[config.mk]
export PLATFORM = sky130hd
export DESIGN_NAME = spi_burst_master
export DESIGN_NICKNAME = d
export VERILOG_FILES = /design/src/rtl/spi_burst_pkg.sv /design/src/rtl/spi_burst_fifo.sv /design/src/rtl/spi_burst_clkgen.sv /design/src/rtl/spi_burst_shifter.sv /design/src/rtl/spi_burst_master.sv
export SDC_FILE = /design/constraint.sdc
export NUM_CORES = 1
export LEC_CHECK = 0
export BUFFER_PORTS_ARGS = -buffer_cell sky130_fd_sc_hd__buf_4
export CAP_MARGIN = 25
export CORE_MARGIN = 2
export CORE_UTILIZATION = 40
export DETAILED_ROUTE_END_ITERATION = 8
export PLACE_DENSITY = 0.64
export SETUP_SLACK_MARGIN = 0.15
export SLEW_MARGIN = 0
export SYNTH_ARGS = -nofsm -noshare
export SYNTH_HDL_FRONTEND = slang
export SYNTH_HIERARCHICAL = 1
export SYNTH_SLANG_ARGS = --single-unit
[constraint.sdc]
create_clock -name clk -period 6.1 [get_ports clk]
set_input_delay 0.305 -clock clk [delete_from_list [all_inputs] [get_ports clk]]
set_output_delay 0.305 -clock clk [all_outputs]
set_load 0.01 [all_outputs]
[src/rtl/spi_burst_pkg.sv]
package spi_burst_pkg;

   // register byte offsets
   localparam logic [7:0] OFS_CTRL  = 8'h00;
   localparam logic [7:0] OFS_CLK   = 8'h04;
   localparam logic [7:0] OFS_TOTAL = 8'h08;
   localparam logic [7:0] OFS_TXCNT = 8'h0C;
   localparam logic [7:0] OFS_STAT  = 8'h10;
   localparam logic [7:0] OFS_TXD   = 8'h14;
   localparam logic [7:0] OFS_RXD   = 8'h18;

   // control bit positions
   localparam int unsigned BIT_EN   = 0;
   localparam int unsigned BIT_MST  = 1;
   localparam int unsigned BIT_XCH  = 8;
   localparam int unsigned BIT_SRST = 31;

   // clock configuration: linear divider select bit
   localparam int unsigned BIT_LIN  = 12;
   localparam logic [31:0] CLK_CFG_RST = 32'h0000_1000;

   typedef struct packed {
      logic mst;
      logic en;
   } ctrl_t;

endpackage

[src/rtl/spi_burst_fifo.sv]
module spi_burst_fifo #(
   parameter int unsigned WIDTH = 8,
   parameter int unsigned DEPTH = 64,
   localparam int unsigned PTR_W = (DEPTH > 1) ? $clog2(DEPTH) : 1,
   localparam int unsigned LVL_W = $clog2(DEPTH + 1)
) (
   input  logic             clk,
   input  logic             rst_n,
   input  logic             clr,
   input  logic             push,
   input  logic [WIDTH-1:0] din,
   input  logic             pop,
   output logic [WIDTH-1:0] dout,
   output logic [LVL_W-1:0] level,
   output logic             full,
   output logic             empty
);

   if (DEPTH < 2) begin : g_bad_depth
      $error("spi_burst_fifo: DEPTH must be at least 2");
   end

   logic [WIDTH-1:0] mem [DEPTH];
   logic [PTR_W-1:0] wp, rp, wp_nx, rp_nx;
   logic [LVL_W-1:0] cnt;
   logic             do_push, do_pop;

   assign empty   = (cnt == '0);
   assign full    = (cnt == LVL_W'(DEPTH));
   assign do_pop  = pop && !empty;
   assign do_push = push && (!full || do_pop);
   assign dout    = mem[rp];
   assign level   = cnt;

   if ((DEPTH & (DEPTH - 1)) == 0) begin : g_pow2
      assign wp_nx = wp + 1'b1;
      assign rp_nx = rp + 1'b1;
   end else begin : g_wrap
      assign wp_nx = (wp == PTR_W'(DEPTH - 1)) ? '0 : wp + 1'b1;
      assign rp_nx = (rp == PTR_W'(DEPTH - 1)) ? '0 : rp + 1'b1;
   end

   always_ff @(posedge clk) begin
      if (do_push && !clr) mem[wp] <= din;
   end

   always_ff @(posedge clk or negedge rst_n) begin
      if (!rst_n) begin
         wp  <= '0;
         rp  <= '0;
         cnt <= '0;
      end else if (clr) begin
         wp  <= '0;
         rp  <= '0;
         cnt <= '0;
      end else begin
         if (do_push) wp <= wp_nx;
         if (do_pop)  rp <= rp_nx;
         case ({do_push, do_pop})
            2'b10:   cnt <= cnt + 1'b1;
            2'b01:   cnt <= cnt - 1'b1;
            default: cnt <= cnt;
         endcase
      end
   end

endmodule

[src/rtl/spi_burst_clkgen.sv]
module spi_burst_clkgen #(
   parameter int unsigned HALF_W = 16
) (
   input  logic              clk,
   input  logic              rst_n,
   input  logic              run,
   input  logic [HALF_W-1:0] half,
   output logic              tick
);

   if (HALF_W < 9) begin : g_bad_half
      $error("spi_burst_clkgen: HALF_W must hold a half period of 256");
   end

   logic [HALF_W-1:0] cnt;

   // half is never zero: the decoder adds one or shifts a one
   assign tick = run && (cnt >= half - HALF_W'(1));

   always_ff @(posedge clk or negedge rst_n) begin
      if (!rst_n)     cnt <= '0;
      else if (!run)  cnt <= '0;
      else if (tick)  cnt <= '0;
      else            cnt <= cnt + 1'b1;
   end

endmodule

[src/rtl/spi_burst_shifter.sv]
module spi_burst_shifter #(
   parameter int unsigned CNT_W = 16
) (
   input  logic             clk,
   input  logic             rst_n,
   input  logic             clr,
   input  logic             start,
   input  logic [CNT_W-1:0] total_len,
   input  logic [CNT_W-1:0] tx_len,
   input  logic             tick,
   input  logic [7:0]       tx_head,
   input  logic             tx_empty,
   input  logic             miso,
   output logic             tx_pop,
   output logic             rx_push,
   output logic [7:0]       rx_byte,
   output logic             busy,
   output logic             sclk,
   output logic             mosi,
   output logic             cs_n
);

   logic             busy_q, sclk_q;
   logic [2:0]       bit_q;
   logic [CNT_W-1:0] left_q, txleft_q, src_left;
   logic [7:0]       sh_tx, sh_rx, load_byte;
   logic             adv, last_bit, done, load, take;

   assign adv       = busy_q && tick && !clr;
   assign last_bit  = adv && sclk_q && (bit_q == 3'd7);
   assign done      = last_bit && (left_q == CNT_W'(1));
   assign load      = start || (last_bit && !done);
   assign src_left  = start ? tx_len : txleft_q;
   assign take      = load && (src_left != '0);
   assign tx_pop    = take && !tx_empty;
   assign load_byte = tx_pop ? tx_head : 8'h00;

   assign rx_push = last_bit;
   assign rx_byte = sh_rx;
   assign busy    = busy_q;
   assign sclk    = sclk_q;
   assign mosi    = busy_q && sh_tx[7];
   assign cs_n    = !busy_q;

   always_ff @(posedge clk or negedge rst_n) begin
      if (!rst_n) begin
         busy_q   <= 1'b0;
         sclk_q   <= 1'b0;
         bit_q    <= '0;
         left_q   <= '0;
         txleft_q <= '0;
         sh_tx    <= '0;
         sh_rx    <= '0;
      end else if (clr) begin
         busy_q   <= 1'b0;
         sclk_q   <= 1'b0;
         bit_q    <= '0;
         left_q   <= '0;
         txleft_q <= '0;
         sh_tx    <= '0;
         sh_rx    <= '0;
      end else begin
         if (load) begin
            sh_tx    <= load_byte;
            txleft_q <= take ? src_left - 1'b1 : '0;
         end
         if (start) begin
            busy_q <= 1'b1;
            sclk_q <= 1'b0;
            bit_q  <= '0;
            left_q <= total_len;
         end else if (adv) begin
            if (!sclk_q) begin
               sclk_q <= 1'b1;
               sh_rx  <= {sh_rx[6:0], miso};
            end else begin
               sclk_q <= 1'b0;
               if (bit_q == 3'd7) begin
                  bit_q <= '0;
                  if (done) busy_q <= 1'b0;
                  else      left_q <= left_q - 1'b1;
               end else begin
                  bit_q <= bit_q + 1'b1;
                  sh_tx <= {sh_tx[6:0], 1'b0};
               end
            end
         end
      end
   end

endmodule

[src/rtl/spi_burst_master.sv]
module spi_burst_master
   import spi_burst_pkg::*;
#(
   parameter int unsigned FIFO_DEPTH = 64,
   parameter int unsigned CNT_W      = 16,
   localparam int unsigned LVL_W     = $clog2(FIFO_DEPTH + 1),
   localparam int unsigned HALF_W    = 16
) (
   input  logic        clk,
   input  logic        rst_n,
   input  logic        reg_wr,
   input  logic        reg_rd,
   input  logic [7:0]  reg_addr,
   input  logic [31:0] reg_wdata,
   output logic [31:0] reg_rdata,
   output logic        spi_sclk,
   output logic        spi_mosi,
   output logic        spi_cs_n,
   input  logic        spi_miso
);

   if (LVL_W > 8) begin : g_bad_depth
      $error("spi_burst_master: FIFO_DEPTH level must fit in 8 status bits");
   end
   if (CNT_W < 1 || CNT_W > 32) begin : g_bad_cnt
      $error("spi_burst_master: CNT_W must be 1 to 32");
   end

   ctrl_t             ctrl_q;
   logic              srst_q;
   logic [31:0]       clk_cfg_q;
   logic [CNT_W-1:0]  total_q, txcnt_q;
   logic              ovf_q;
   logic [HALF_W-1:0] half_q;

   logic              wr_ctrl, start, busy, tick;
   logic              tx_push, tx_pop, tx_full, tx_empty;
   logic [7:0]        tx_head;
   logic [LVL_W-1:0]  tx_lvl, rx_lvl;
   logic              rx_push, rx_pop_req, rx_full, rx_empty;
   logic [7:0]        rx_byte, rx_head;

   assign wr_ctrl    = reg_wr && (reg_addr == OFS_CTRL);
   assign start      = wr_ctrl && reg_wdata[BIT_XCH] && reg_wdata[BIT_EN] &&
                       reg_wdata[BIT_MST] && !reg_wdata[BIT_SRST] &&
                       !busy && !srst_q && (total_q != '0);
   assign tx_push    = reg_wr && (reg_addr == OFS_TXD);
   assign rx_pop_req = reg_rd && (reg_addr == OFS_RXD);

   always_ff @(posedge clk or negedge rst_n) begin
      if (!rst_n) begin
         ctrl_q    <= '0;
         srst_q    <= 1'b0;
         clk_cfg_q <= CLK_CFG_RST;
         total_q   <= '0;
         txcnt_q   <= '0;
         ovf_q     <= 1'b0;
         half_q    <= HALF_W'(1);
      end else begin
         srst_q <= wr_ctrl && reg_wdata[BIT_SRST];
         if (wr_ctrl) begin
            ctrl_q.en  <= reg_wdata[BIT_EN];
            ctrl_q.mst <= reg_wdata[BIT_MST];
         end
         if (reg_wr && reg_addr == OFS_CLK)   clk_cfg_q <= reg_wdata;
         if (reg_wr && reg_addr == OFS_TOTAL) total_q   <= reg_wdata[CNT_W-1:0];
         if (reg_wr && reg_addr == OFS_TXCNT) txcnt_q   <= reg_wdata[CNT_W-1:0];
         if (start) begin
            half_q <= clk_cfg_q[BIT_LIN] ? {8'd0, clk_cfg_q[7:0]} + HALF_W'(1)
                                         : HALF_W'(1) << clk_cfg_q[3:0];
         end
         if (srst_q)
            ovf_q <= 1'b0;
         else if (rx_push && rx_full && !rx_pop_req)
            ovf_q <= 1'b1;
      end
   end

   spi_burst_fifo #(.WIDTH(8), .DEPTH(FIFO_DEPTH)) u_txq (
      .clk   (clk),
      .rst_n (rst_n),
      .clr   (srst_q),
      .push  (tx_push),
      .din   (reg_wdata[7:0]),
      .pop   (tx_pop),
      .dout  (tx_head),
      .level (tx_lvl),
      .full  (tx_full),
      .empty (tx_empty)
   );

   spi_burst_fifo #(.WIDTH(8), .DEPTH(FIFO_DEPTH)) u_rxq (
      .clk   (clk),
      .rst_n (rst_n),
      .clr   (srst_q),
      .push  (rx_push),
      .din   (rx_byte),
      .pop   (rx_pop_req),
      .dout  (rx_head),
      .level (rx_lvl),
      .full  (rx_full),
      .empty (rx_empty)
   );

   spi_burst_clkgen #(.HALF_W(HALF_W)) u_clkgen (
      .clk   (clk),
      .rst_n (rst_n),
      .run   (busy),
      .half  (half_q),
      .tick  (tick)
   );

   spi_burst_shifter #(.CNT_W(CNT_W)) u_shift (
      .clk       (clk),
      .rst_n     (rst_n),
      .clr       (srst_q),
      .start     (start),
      .total_len (total_q),
      .tx_len    (txcnt_q),
      .tick      (tick),
      .tx_head   (tx_head),
      .tx_empty  (tx_empty),
      .miso      (spi_miso),
      .tx_pop    (tx_pop),
      .rx_push   (rx_push),
      .rx_byte   (rx_byte),
      .busy      (busy),
      .sclk      (spi_sclk),
      .mosi      (spi_mosi),
      .cs_n      (spi_cs_n)
   );

   always_comb begin
      reg_rdata = '0;
      case (reg_addr)
         OFS_CTRL:  reg_rdata = {srst_q, 22'd0, busy, 6'd0, ctrl_q.mst, ctrl_q.en};
         OFS_CLK:   reg_rdata = clk_cfg_q;
         OFS_TOTAL: reg_rdata = 32'(total_q);
         OFS_TXCNT: reg_rdata = 32'(txcnt_q);
         OFS_STAT:  reg_rdata = {15'd0, ovf_q, 8'(tx_lvl), 8'(rx_lvl)};
         OFS_RXD:   reg_rdata = {24'd0, rx_empty ? 8'h00 : rx_head};
         default:   reg_rdata = '0;
      endcase
   end

   // tx_full only gates pushes inside the queue; kept visible for the checker
   logic unused_ok;
   assign unused_ok = tx_full;

endmodule

==> metrics.cfg <==
[routing]
ant_nets=0
wl_microns=122000
drt-initial-drc-count=2834
vias=28518
drtPass1Iterations=6
routed_via_density=5.64
drc_errors=0
wl_per_cell_microns=24.1

[worst_setup_path]
crit_buf_inv=3
path_delay_family=simple AND/OR/NAND/NOR gates
critPathMaxStageDelay_ns=0.44
cp-start-kind=flop
crit_fanout=6
crit_top_cell=a21o_1
endpoint_kind=flop
path_class=flop to flop
cp.required_ns=6.75
arrival_ns=6.29
crit_slowest_cell=dfrtp_2

[timing]
finalMaxSlewViolations=0
fin_skew_ns=0.0235
rsz0062_at_grt=no
post-route-period-util_pct=92.5
max_freq_ghz=0.177
tightest_slew_ns=1.06
final-setup-viol-count=0
hold_viol=0
fin_crit_ns=5.64
slew_headroom_pct=27.5
setup_slack_ns=0.457

[global_routing]
grt.overflow.total=0
track_usage_pct=18.4
antenna_found_initial=1
grt_max_degree=77
first_global_vias=28345
grt_pass1_wl_microns=182000

[clock_tree]
clkTransAtPathRegs_ns=0.06
clockRootBuffer=clkbuf_16
cts_buffer_depth=3
cts_tree=built
cts_buffers=118
htree_num_levels=3
worstSkewPairLatency_ns=0.73
cts_num_sinks=1215

[pwr]
max-vdd-ir-drop_mv=0.225
power_density_nw_per_um2=281
finalPower_mw=16.5
leakagePower_nw=20.6

[floorplanning]
rows=131
dieArea_sq_um=131000
die_x_microns=362
start_util_pct=40.3
io_pins=80
core_sq_um=127000
die_height_microns=362

[run]
max_cap_violations=0

[placed_design]
gp_congestion=0.899
io_buffers=79
pre_cts_slack_ns=-0.0189
dpl.hpwl_microns=77200

[synthesis]
syn-num-nets=3139
avgSynthCellArea_sq_um=16.8
synth_warnings=6
syn_inst=3048
synth_area_sq_um=51300

[status]
status=completed

[final_layout]
drive_above_1_share_pct=23.9
final_net_count=3386
n_antenna_cell=0
syn2layout_area_growth_pct=14.2
fin_util_pct=46.0

[worst_hold_path]
hold_class=input port to flop

[path summary, 6_finish.rpt]
kind	start	end	slack, ns	depth (start not counted)
hold / removal	reg_rd	ovf_q	0.07	4
hold reg to reg	clk_cfg_q[26]	clk_cfg_q[26]	0.50	1
setup / recovery	half_q[3]	u_txq/level[6]	0.46	26
min in group asynchronous	rst_n	u_rxq/rp[3]	0.27	2
setup reg to reg	half_q[3]	u_txq/level[6]	0.46	26
max in group asynchronous	rst_n	u_rxq/rp[0]	4.39	3
[area by class of cell]
class / count / area (sq um)
sequential: 1215 / 35600
clock buffer: 152 / 3110
fill: 10837 / 68800
timing repair buffer: 296 / 2350
clock inverter: 67 / 628
inverter: 35 / 139
multi-input combinational: 1629 / 14700
tap: 1662 / 2080
[report_power, final]
| group | internal [mW] | switching [mW] | total, mW |
|---|---|---|---|
| sequential | 8.99 | 0.0620 | 9.05 |
| combinational | 0.136 | 0.211 | 0.347 |
| clock | 3.99 | 3.11 | 7.10 |
[timing repair]
| item | 4_1_cts | 5_1_grt |
|---|---|---|
| buffers inserted | 0 | 5 |
| resized for setup | 4 | 16 |
| endpoints found under the hold margin | 115 | 0 |
| setup endpoints to repair | 1 | 12 |
| pin swaps | 1 | 12 |
| hold buffers | 26 | 0 |
[stage by stage]
| step | TNS [ns] | instance area (sq um) | cells | hold WS [ns] |
|---|---|---|---|---|
| after floorplan | 0 | 51300 | 3048 | 0.00941 |
| after global placement | 0 | 54400 | 4805 | 0.398 |
| after detailed placement | -0.0189 | 54500 | 4806 | 0.406 |
| after CTS | 0 | 58500 | 5051 | 0.0144 |
| after global routing | 0 | 58600 | 5056 | 0.0904 |
| final | 0 | 58600 | 5056 | 0.0671 |
[layer usage]
metal | wire length [microns] | global-route usage (%) | vias to the layer above
li1 | - | - | 12597
met3 | 7140 | 2.95 | 210
met1 | 53100 | 26.2 | 14778
met5 | 13 | 0 | -
met2 | 57400 | 28.8 | 931
met4 | 4080 | 6.53 | 2
[state kept, by name, summed over array words and instances, names as in the netlist, 16 cells and up]
signal / flops
u_txq/mem: 512
u_shift/left_q: 16
u_rxq/mem: 512
u_clkgen/cnt: 16
u_shift/txleft_q: 16
clk_cfg_q: 32
txcnt_q: 16
total_q: 16
half_q: 16
[worst register-to-register path, delay by kind of cell (launching register included)]
kind	cells	cell delay [ns]
and+or+nand+nor	13	2.87
AOI/OAI and AO/OA	7	1.30
adders and majority gates	2	0.53
DFF	1	0.44
buffers and inverters	3	0.32
xor gates and xnor gates	1	0.12
[cells in the final DEF, fill, tap and decap left out, types with 11 or more instances in the layout]
cell and count:
mux4_2 194, nor4_1 12, buf_4 264, dfrtp_2 13, dfrtp_1 172, mux2_2 95, o21ai_0 34, nand4_1 15
a22o_1 23, clkbuf_1 31, a22oi_1 39, nor3_1 37, a211oi_1 33, nand2_1 101, and3_1 24, inv_1 33
a21oi_1 49, a31oi_1 17, edfxtp_1 1024, dlygate4sd3_1 26, xnor2_1 41, mux2i_1 194, nor2b_1 15, xor2_1 36
clkinv_2 16, a211o_1 20, clkbuf_16 118, a2111oi_0 11, or3_1 23, ha_1 43, o22ai_1 69, clkinv_1 22
nor2_1 267, clkinvlp_4 11, nand3_1 51
Note: power is estimated with default switching activity, not from simulation.
